[src/rtl/pwm_step_pkg.sv]
package pwm_step_pkg;
  // Reason the active width register is being refreshed from the holding value
  typedef enum logic [1:0] {
    LOAD_NONE = 2'd0,
    LOAD_IDLE = 2'd1,
    LOAD_WRAP = 2'd2
  } load_src_t;
endpackage

[src/rtl/pwm_phase_ctr.sv]
module pwm_phase_ctr #(
  parameter int unsigned W = 8
) (
  input  logic         clk,
  input  logic         rst_n,
  input  logic         en,
  input  logic         step,
  output logic [W-1:0] phase,
  output logic         cycle_wrap
);
  localparam logic [W-1:0] LAST = '1;
  localparam logic [W-1:0] ONE  = {{(W-1){1'b0}}, 1'b1};

  assign cycle_wrap = en & step & (phase == LAST);

  always_ff @(posedge clk) begin
    if (!rst_n)      phase <= '0;
    else if (!en)    phase <= '0;
    else if (step)   phase <= phase + ONE;
  end
endmodule

[src/rtl/pwm_width_hold.sv]
module pwm_width_hold
  import pwm_step_pkg::*;
#(
  parameter int unsigned W = 8
) (
  input  logic         clk,
  input  logic         rst_n,
  input  logic         en,
  input  logic         cycle_wrap,
  input  logic         wr_en,
  input  logic [W-1:0] wr_code,
  output logic [W-1:0] act_w
);
  localparam logic [W-1:0] TOPC = '1;
  localparam logic [W-1:0] MINW = {{(W-1){1'b0}}, 1'b1};
  localparam logic [W-1:0] MAXW = TOPC - MINW;

  function automatic logic [W-1:0] legal_width(input logic [W-1:0] code);
    if (code == '0)   return MINW;
    if (code == TOPC) return MAXW;
    return code;
  endfunction

  logic [W-1:0] hold_w;
  logic [W-1:0] next_hold;
  load_src_t    load_src;

  always_comb begin
    next_hold = wr_en ? legal_width(wr_code) : hold_w;
    if (!en)             load_src = LOAD_IDLE;
    else if (cycle_wrap) load_src = LOAD_WRAP;
    else                 load_src = LOAD_NONE;
  end

  always_ff @(posedge clk) begin
    if (!rst_n) begin
      hold_w <= MINW;
      act_w  <= MINW;
    end else begin
      hold_w <= next_hold;
      if (load_src != LOAD_NONE) act_w <= next_hold;
    end
  end
endmodule

[src/rtl/pwm_duty_cmp.sv]
module pwm_duty_cmp #(
  parameter int unsigned W = 8
) (
  input  logic         en,
  input  logic [W-1:0] phase,
  input  logic [W-1:0] act_w,
  output logic         pulse
);
  function automatic logic in_pulse(input logic [W-1:0] ph, input logic [W-1:0] wd);
    return ph < wd;
  endfunction

  assign pulse = en & in_pulse(phase, act_w);
endmodule

[src/rtl/pwm_step_gen.sv]
module pwm_step_gen #(
  parameter int unsigned W = 8
) (
  input  logic         clk,
  input  logic         rst_n,
  input  logic         en,
  input  logic         step,
  input  logic         wr_en,
  input  logic [W-1:0] wr_code,
  output logic         pwm_out
);
  logic [W-1:0] phase;
  logic [W-1:0] act_w;
  logic         cycle_wrap;

  pwm_phase_ctr #(.W(W)) u_phase (
    .clk(clk), .rst_n(rst_n), .en(en), .step(step),
    .phase(phase), .cycle_wrap(cycle_wrap)
  );

  pwm_width_hold #(.W(W)) u_width (
    .clk(clk), .rst_n(rst_n), .en(en), .cycle_wrap(cycle_wrap),
    .wr_en(wr_en), .wr_code(wr_code), .act_w(act_w)
  );

  pwm_duty_cmp #(.W(W)) u_cmp (
    .en(en), .phase(phase), .act_w(act_w), .pulse(pwm_out)
  );
endmodule

[config.mk]
export PLATFORM = sky130hd
export DESIGN_NAME = pwm_step_gen
export DESIGN_NICKNAME = d
export VERILOG_FILES = /design/src/rtl/pwm_step_pkg.sv /design/src/rtl/pwm_phase_ctr.sv /design/src/rtl/pwm_width_hold.sv /design/src/rtl/pwm_duty_cmp.sv /design/src/rtl/pwm_step_gen.sv
export SDC_FILE = /design/constraint.sdc
export NUM_CORES = 1
export LEC_CHECK = 0
export BUFFER_PORTS_ARGS = -buffer_cell sky130_fd_sc_hd__buf_4
export CORE_ASPECT_RATIO = 1.25
export CORE_MARGIN = 4
export CORE_UTILIZATION = 60
export DETAILED_ROUTE_END_ITERATION = 16
export PLACE_DENSITY = 0.85
export SETUP_SLACK_MARGIN = 0.15
export SLEW_MARGIN = 40
export SYNTH_ARGS = -nofsm -noshare
export SYNTH_HDL_FRONTEND = slang
export SYNTH_SLANG_ARGS = --single-unit
[constraint.sdc]
create_clock -name clk -period 3.2 [get_ports clk]
set_input_delay 0.16 -clock clk [delete_from_list [all_inputs] [get_ports clk]]
set_output_delay 0.16 -clock clk [all_outputs]
set_load 0.1 [all_outputs]
==> results of run 1 <==
## state kept, by name (all words and copies together) (netlist names)
name and cells:
u_width.act_w 8, u_width.hold_w 8, u_phase.phase 8
## stage by stage
step / total power (uW) / cell area (um^2) / instances
CTS: 527.5 / 1276 / 148
global route: 549.7 / 1276 / 148
global placement: 399.4 / 1254 / 145
finish: 519.3 / 1276 / 148
floorplan: 379.7 / 1162 / 117
detailed placement: 403.6 / 1254 / 145
## power by group
part	internal [uW]	switching, uW	total [uW]
Clock	44.0	79.4	123
Combinational	35.9	41.2	77.1
Sequential	313	6.18	319
## path summary, 6_finish.rpt
path	start	cells after the start	to	slack, ns
max	u_phase.phase[3]$_SDFFE_PN0P_	5	pwm_out	0.91
min	rst_n	2	u_width.hold_w[0]$_SDFF_PN1_	0.12
max reg2reg	u_phase.phase[0]$_SDFFE_PN0P_	5	u_width.act_w[0]$_SDFFE_PN1P_	1.47
min reg2reg	u_width.act_w[6]$_SDFFE_PN0P_	1	u_width.act_w[6]$_SDFFE_PN0P_	0.51
## layout by cell type, fill, tap and decap left out, types with 4 or more instances in the layout
master,netlist,final
nand2_1,11,11
ha_1,8,8
nor2b_1,7,7
nor2_1,8,8
dfxtp_1,24,24
inv_1,7,7
buf_4,0,13
nand3_1,4,4
xor2_1,4,4
o211a_1,7,7
mux2i_1,8,8
## area by class of cell
type	count	area, um^2
inverter	7	26.28
multi-input combinational	82	625.6
clock buffer	3	22.52
tap	19	23.77
timing repair buffer	13	97.59
sequential	24	480.5
fill	146	531.8
## metal layers
metal / vias up / share of wire, % / track usage [%]
li1: 436 / - / -
met1: 385 / 45 / 15.98
met2: 16 / 49 / 29.89
met3: 5 / 3.2 / 2.839
met4: 0 / 2.2 / 7.115
met5: - / 0 / 0
## logic make-up (layout without fill, tap and decap cells)
| group | after synthesis | count (layout) | share of synthesized area, % |
|---|---|---|---|
| buf+inv | 11 | 23 | 4.871 |
| fa+ha+maj | 8 | 8 | 8.658 |
| compound gates | 17 | 17 | 13.75 |
| simple gates | 43 | 43 | 19.70 |
| flops | 24 | 24 | 41.56 |
| mux | 8 | 8 | 6.927 |
| xor+xnor | 6 | 6 | 4.545 |
==> flow_summary.yaml, run 1 <==
timing:
  finalMaxSlewViolations: 0
  rsz0062_at_grt: "false"
  clock.fmax_ghz: 0.4369
  slew_headroom_pct: 59.64
  skew_ns: 0.005947
  fin_crit_ns: 2.289
  fin_setup_tns_ns: 0
  setup_viol: 0
  setup_ws_ns: 0.9110
  worst_hold_slack_ns: 0.1202
  tightest_slew_ns: 0.6053
  finalCritPeriodShare_pct: 71.53
  hold_viol_final: 0
place:
  place_congestion: 0.8460
  hpwl_um: 1496
  numPortBuffers: 13
  pre_cts_ws_ns: 1.265
floorplanning:
  die_w_um: 47.26
  core_mm2: 0.001808
  io_pins: 14
  initial_core_util_pct: 63.94
  fp.dieArea_mm2: 0.002697
  row_count: 17
  die_h_um: 57.08
setup_path:
  startpoint_type: "register"
  path_cells: "ha_1 -> or3_1 -> a211o_1 -> a221oi_2 -> buf_4"
  path_buf_inv: 1
  timing.critical_path.to_type: "output port"
  crit_slowest_cell: "or3_1"
  cp_data_arrival_time_ns: 2.13
  critical_path_class: "register to output port"
  crit_fanout: 5
  cpPeakStageDelay_ns: 0.40
  worstPathRequired_ns: 3.04
  crit_family: "compound AO/OA/AOI/OAI gates"
clocking:
  clk_latency_ns: 0.30
  cts_root_buf: "clkbuf_4"
  clk_pin_slew_worst_paths_ns: 0.12
  post-cts-setup-buffers: 0
  numCtsBuffers: 3
  clock_sinks: 24
  cts.htree.levels: 1
  ctsResizeCount: 0
  cts_tree: "yes"
  cts_hold_buf: 0
  cts_buffer_depth: 2
finish:
  finish.utilization_pct: 70.59
  area_delta_synth_final_pct: 10.39
  drive_gt1_share_pct: 16.28
  num_antenna_cells: 0
  finalNetCount: 152
grt:
  overflow: 0
  grt_pass1_wl_um: 3249
  grt_pass1_vias: 871
  grt_max_degree: 19
  grt_usage_pct: 16.06
  grt_antenna_before_repair: 0
flow_run:
  maxCapViolCount: 0
yosys:
  syn_area_mm2: 0.001156
  yosys.area.top_type: "dfxtp_1"
  ys_warn_count: 0
  ys_top_cells_by_area: "dfxtp_1 (42%), ha_1 (8.7%), mux2i_1 (6.9%)"
  netlist.area_leader.share_pct: 41.56
  syn_avg_cell_area_um2: 9.881
  synth_edf_count: 0
  synth_ff_type: "dfxtp_1"
  syn_inst: 117
  syn-num-nets: 138
  ys_seq_area_share_pct: 41.56
  async_flop_share_pct: 0
  ys_top_cells_by_count: "dfxtp_1 (24), nand2_1 (11), ha_1 (8), mux2i_1 (8), nor2_1 (8)"
  ys_seq_elements: 24
  synth.most_common_cell: "dfxtp_1"
  yosysUniqueCellTypes: 31
drt:
  ant_nets: 0
  first_pass_iters: 4
  wirelength_um: 1893
  wl_per_cell_um: 12.79
  routed_via_density: 5.689
  route.detailed.drc: 0
  dr_total_vias: 842
  first_iter_violations: 9
power:
  powerDensity_mw_per_mm2: 406.9
  p_leak_uw: 0.0006124
  peakVddDrop_v: 0.0003240
outcome:
  outcome: "complete, no violations"
hold_path:
  min_path_type: "input port to register"
Note: power is estimated with default switching activity, not from simulation.
==> run 2: changes to the inputs <==
CORE_UTILIZATION = 55   (was 60)
PLACE_DENSITY = 0.79   (was 0.85)
clock period = 2.4 ns   (was 3.2 ns; I/O delays follow)
==> flow_summary.yaml, run 2 (same netlist as run 1, synthesis figures left out) <==
clocking:
  cts.htree.levels: 1
  cts_root_buf: "clkbuf_4"
  cts_buffer_depth: 2
  cts_tree: "yes"
  clk_pin_slew_worst_paths_ns: 0.11
  numCtsBuffers: 3
  cts_hold_buf: 0
  clock_sinks: 24
  clk_latency_ns: 0.29
power:
  p_leak_uw: 0.0006256
  p_int_uw: 526.9
  p_sw_share_pct: 23.98
  finalPower_uw: 693.1
  pwr-share-comb_pct: 15.8
  powerDensity_mw_per_mm2: 526.1
  peakVddDrop_v: 0.0003300
  power_frac_clock_pct: 23.0
  seqPwrFrac_pct: 61.2
  netSwitchingPower_uw: 166.2
setup_path:
  crit_family: "compound AO/OA/AOI/OAI gates"
  worstPathRequired_ns: 2.28
  path_buf_inv: 1
  startpoint_type: "register"
  cp_data_arrival_time_ns: 2.05
  r2r-start: "u_phase.phase[0]$_SDFFE_PN0P_"
  cpPeakStageDelay_ns: 0.40
  crit_slowest_cell: "or3_1"
  crit_fanout: 5
  timing.critical_path.to_type: "output port"
  rrSetupSlack_ns: 0.65
  critical_path_class: "register to output port"
  path_cells: "ha_1 -> or3_1 -> a211o_1 -> a221oi_4 -> buf_12"
  crit_start: "u_phase.phase[3]$_SDFFE_PN0P_"
floorplanning:
  die_w_um: 49.01
  row_count: 18
  io_pins: 14
  fp.dieArea_mm2: 0.002904
  core_mm2: 0.001982
  initial_core_util_pct: 58.33
  die_h_um: 59.26
timing:
  slew_headroom_pct: 60.35
  finalCritPeriodShare_pct: 90.38
  tightest_slew_ns: 0.5947
  rsz0062_at_grt: "false"
  fin_setup_tns_ns: 0
  finalMaxSlewViolations: 0
  clock.fmax_ghz: 0.4610
  hold_viol_final: 0
  setup_viol: 0
  fin_crit_ns: 2.169
  skew_ns: 0.001423
drt:
  wirelength_um: 1896
  wl_per_cell_um: 12.64
  routed_via_density: 5.493
  first_pass_iters: 4
  first_iter_violations: 13
  ant_nets: 0
  route.detailed.drc: 0
  dr_total_vias: 824
place:
  dp.cells: 146
  numPortBuffers: 13
  place_congestion: 0.8236
  hpwl_um: 1471
grt:
  overflow: 0
  grt_max_degree: 19
  grt_pass1_vias: 816
  grt_antenna_before_repair: 0
  grt_pass1_wl_um: 3360
  grt_usage_pct: 14.30
finish:
  final_cell_mix: "dfxtp_1 (19), buf_4 (13), nand2_1 (11)"
  drive_gt1_share_pct: 20.77
  top_regs: "u_phase.phase x8, u_width.act_w x8, u_width.hold_w x8"
  fin_cells: 150
  area_delta_synth_final_pct: 13.96
  layout_commonest_cell: "dfxtp_1"
  finalNetCount: 153
  num_antenna_cells: 0
  finish.utilization_pct: 66.48
hold_path:
  min_from: "rst_n"
  min_path_type: "input port to register"
outcome:
  outcome: "complete, no violations"
flow_run:
  maxCapViolCount: 0
[run 2: layer usage]
metal	up-vias	track usage [%]	part of all wire [%]
met3	2	3.275	4.4
met5	-	0	0
met2	15	25.93	52
met4	0	4.615	0.69
li1	438	-	-
met1	369	16.56	43
[run 2: layout make-up]
class	instances	area (um^2)
Tap cell	20	25.02
Timing Repair Buffer	14	117.6
Sequential cell	24	489.2
Inverter	7	26.28
Fill cell	173	664.4
Clock buffer	3	22.52
Multi-Input combinational cell	82	636.9
[run 2: worst paths after layout]
path | depth (start not counted) | end
worst max-delay path | 5 | pwm_out
worst min-delay path | 2 | u_width.hold_w[0]$_SDFF_PN1_
worst max register to register | 5 | u_width.act_w[0]$_SDFFE_PN1P_
worst min register to register | 1 | u_width.act_w[4]$_SDFFE_PN0P_
[run 2: per-stage QoR]
stage	setup slack [ns]	cell area, um^2	hold slack [ns]
5_1_grt	0.1490	1318	0.08065
6_report	0.2310	1318	0.09123
3_3_place_gp	0.5177	1266	0.3910
4_1_cts	0.1521	1296	0.08579
3_5_place_dp	0.4573	1266	0.4020
2_1_floorplan	0.1817	1174	0.2676
[run 2: power by group through the flow]
stage	logic [uW]	clock network [uW]	registers [uW]
2_1_floorplan	77.9	0	432
3_3_place_gp	103	0	433
3_5_place_dp	107	0	434
4_1_cts	109	170	425
5_1_grt	123	192	427
6_report	110	159	424
[run 2: what timing repair did]
item                                    CTS  global route
resized for setup                         2             7
endpoints found under the setup margin    1             1
pin swaps                                 0             2
buffers inserted                          0             1
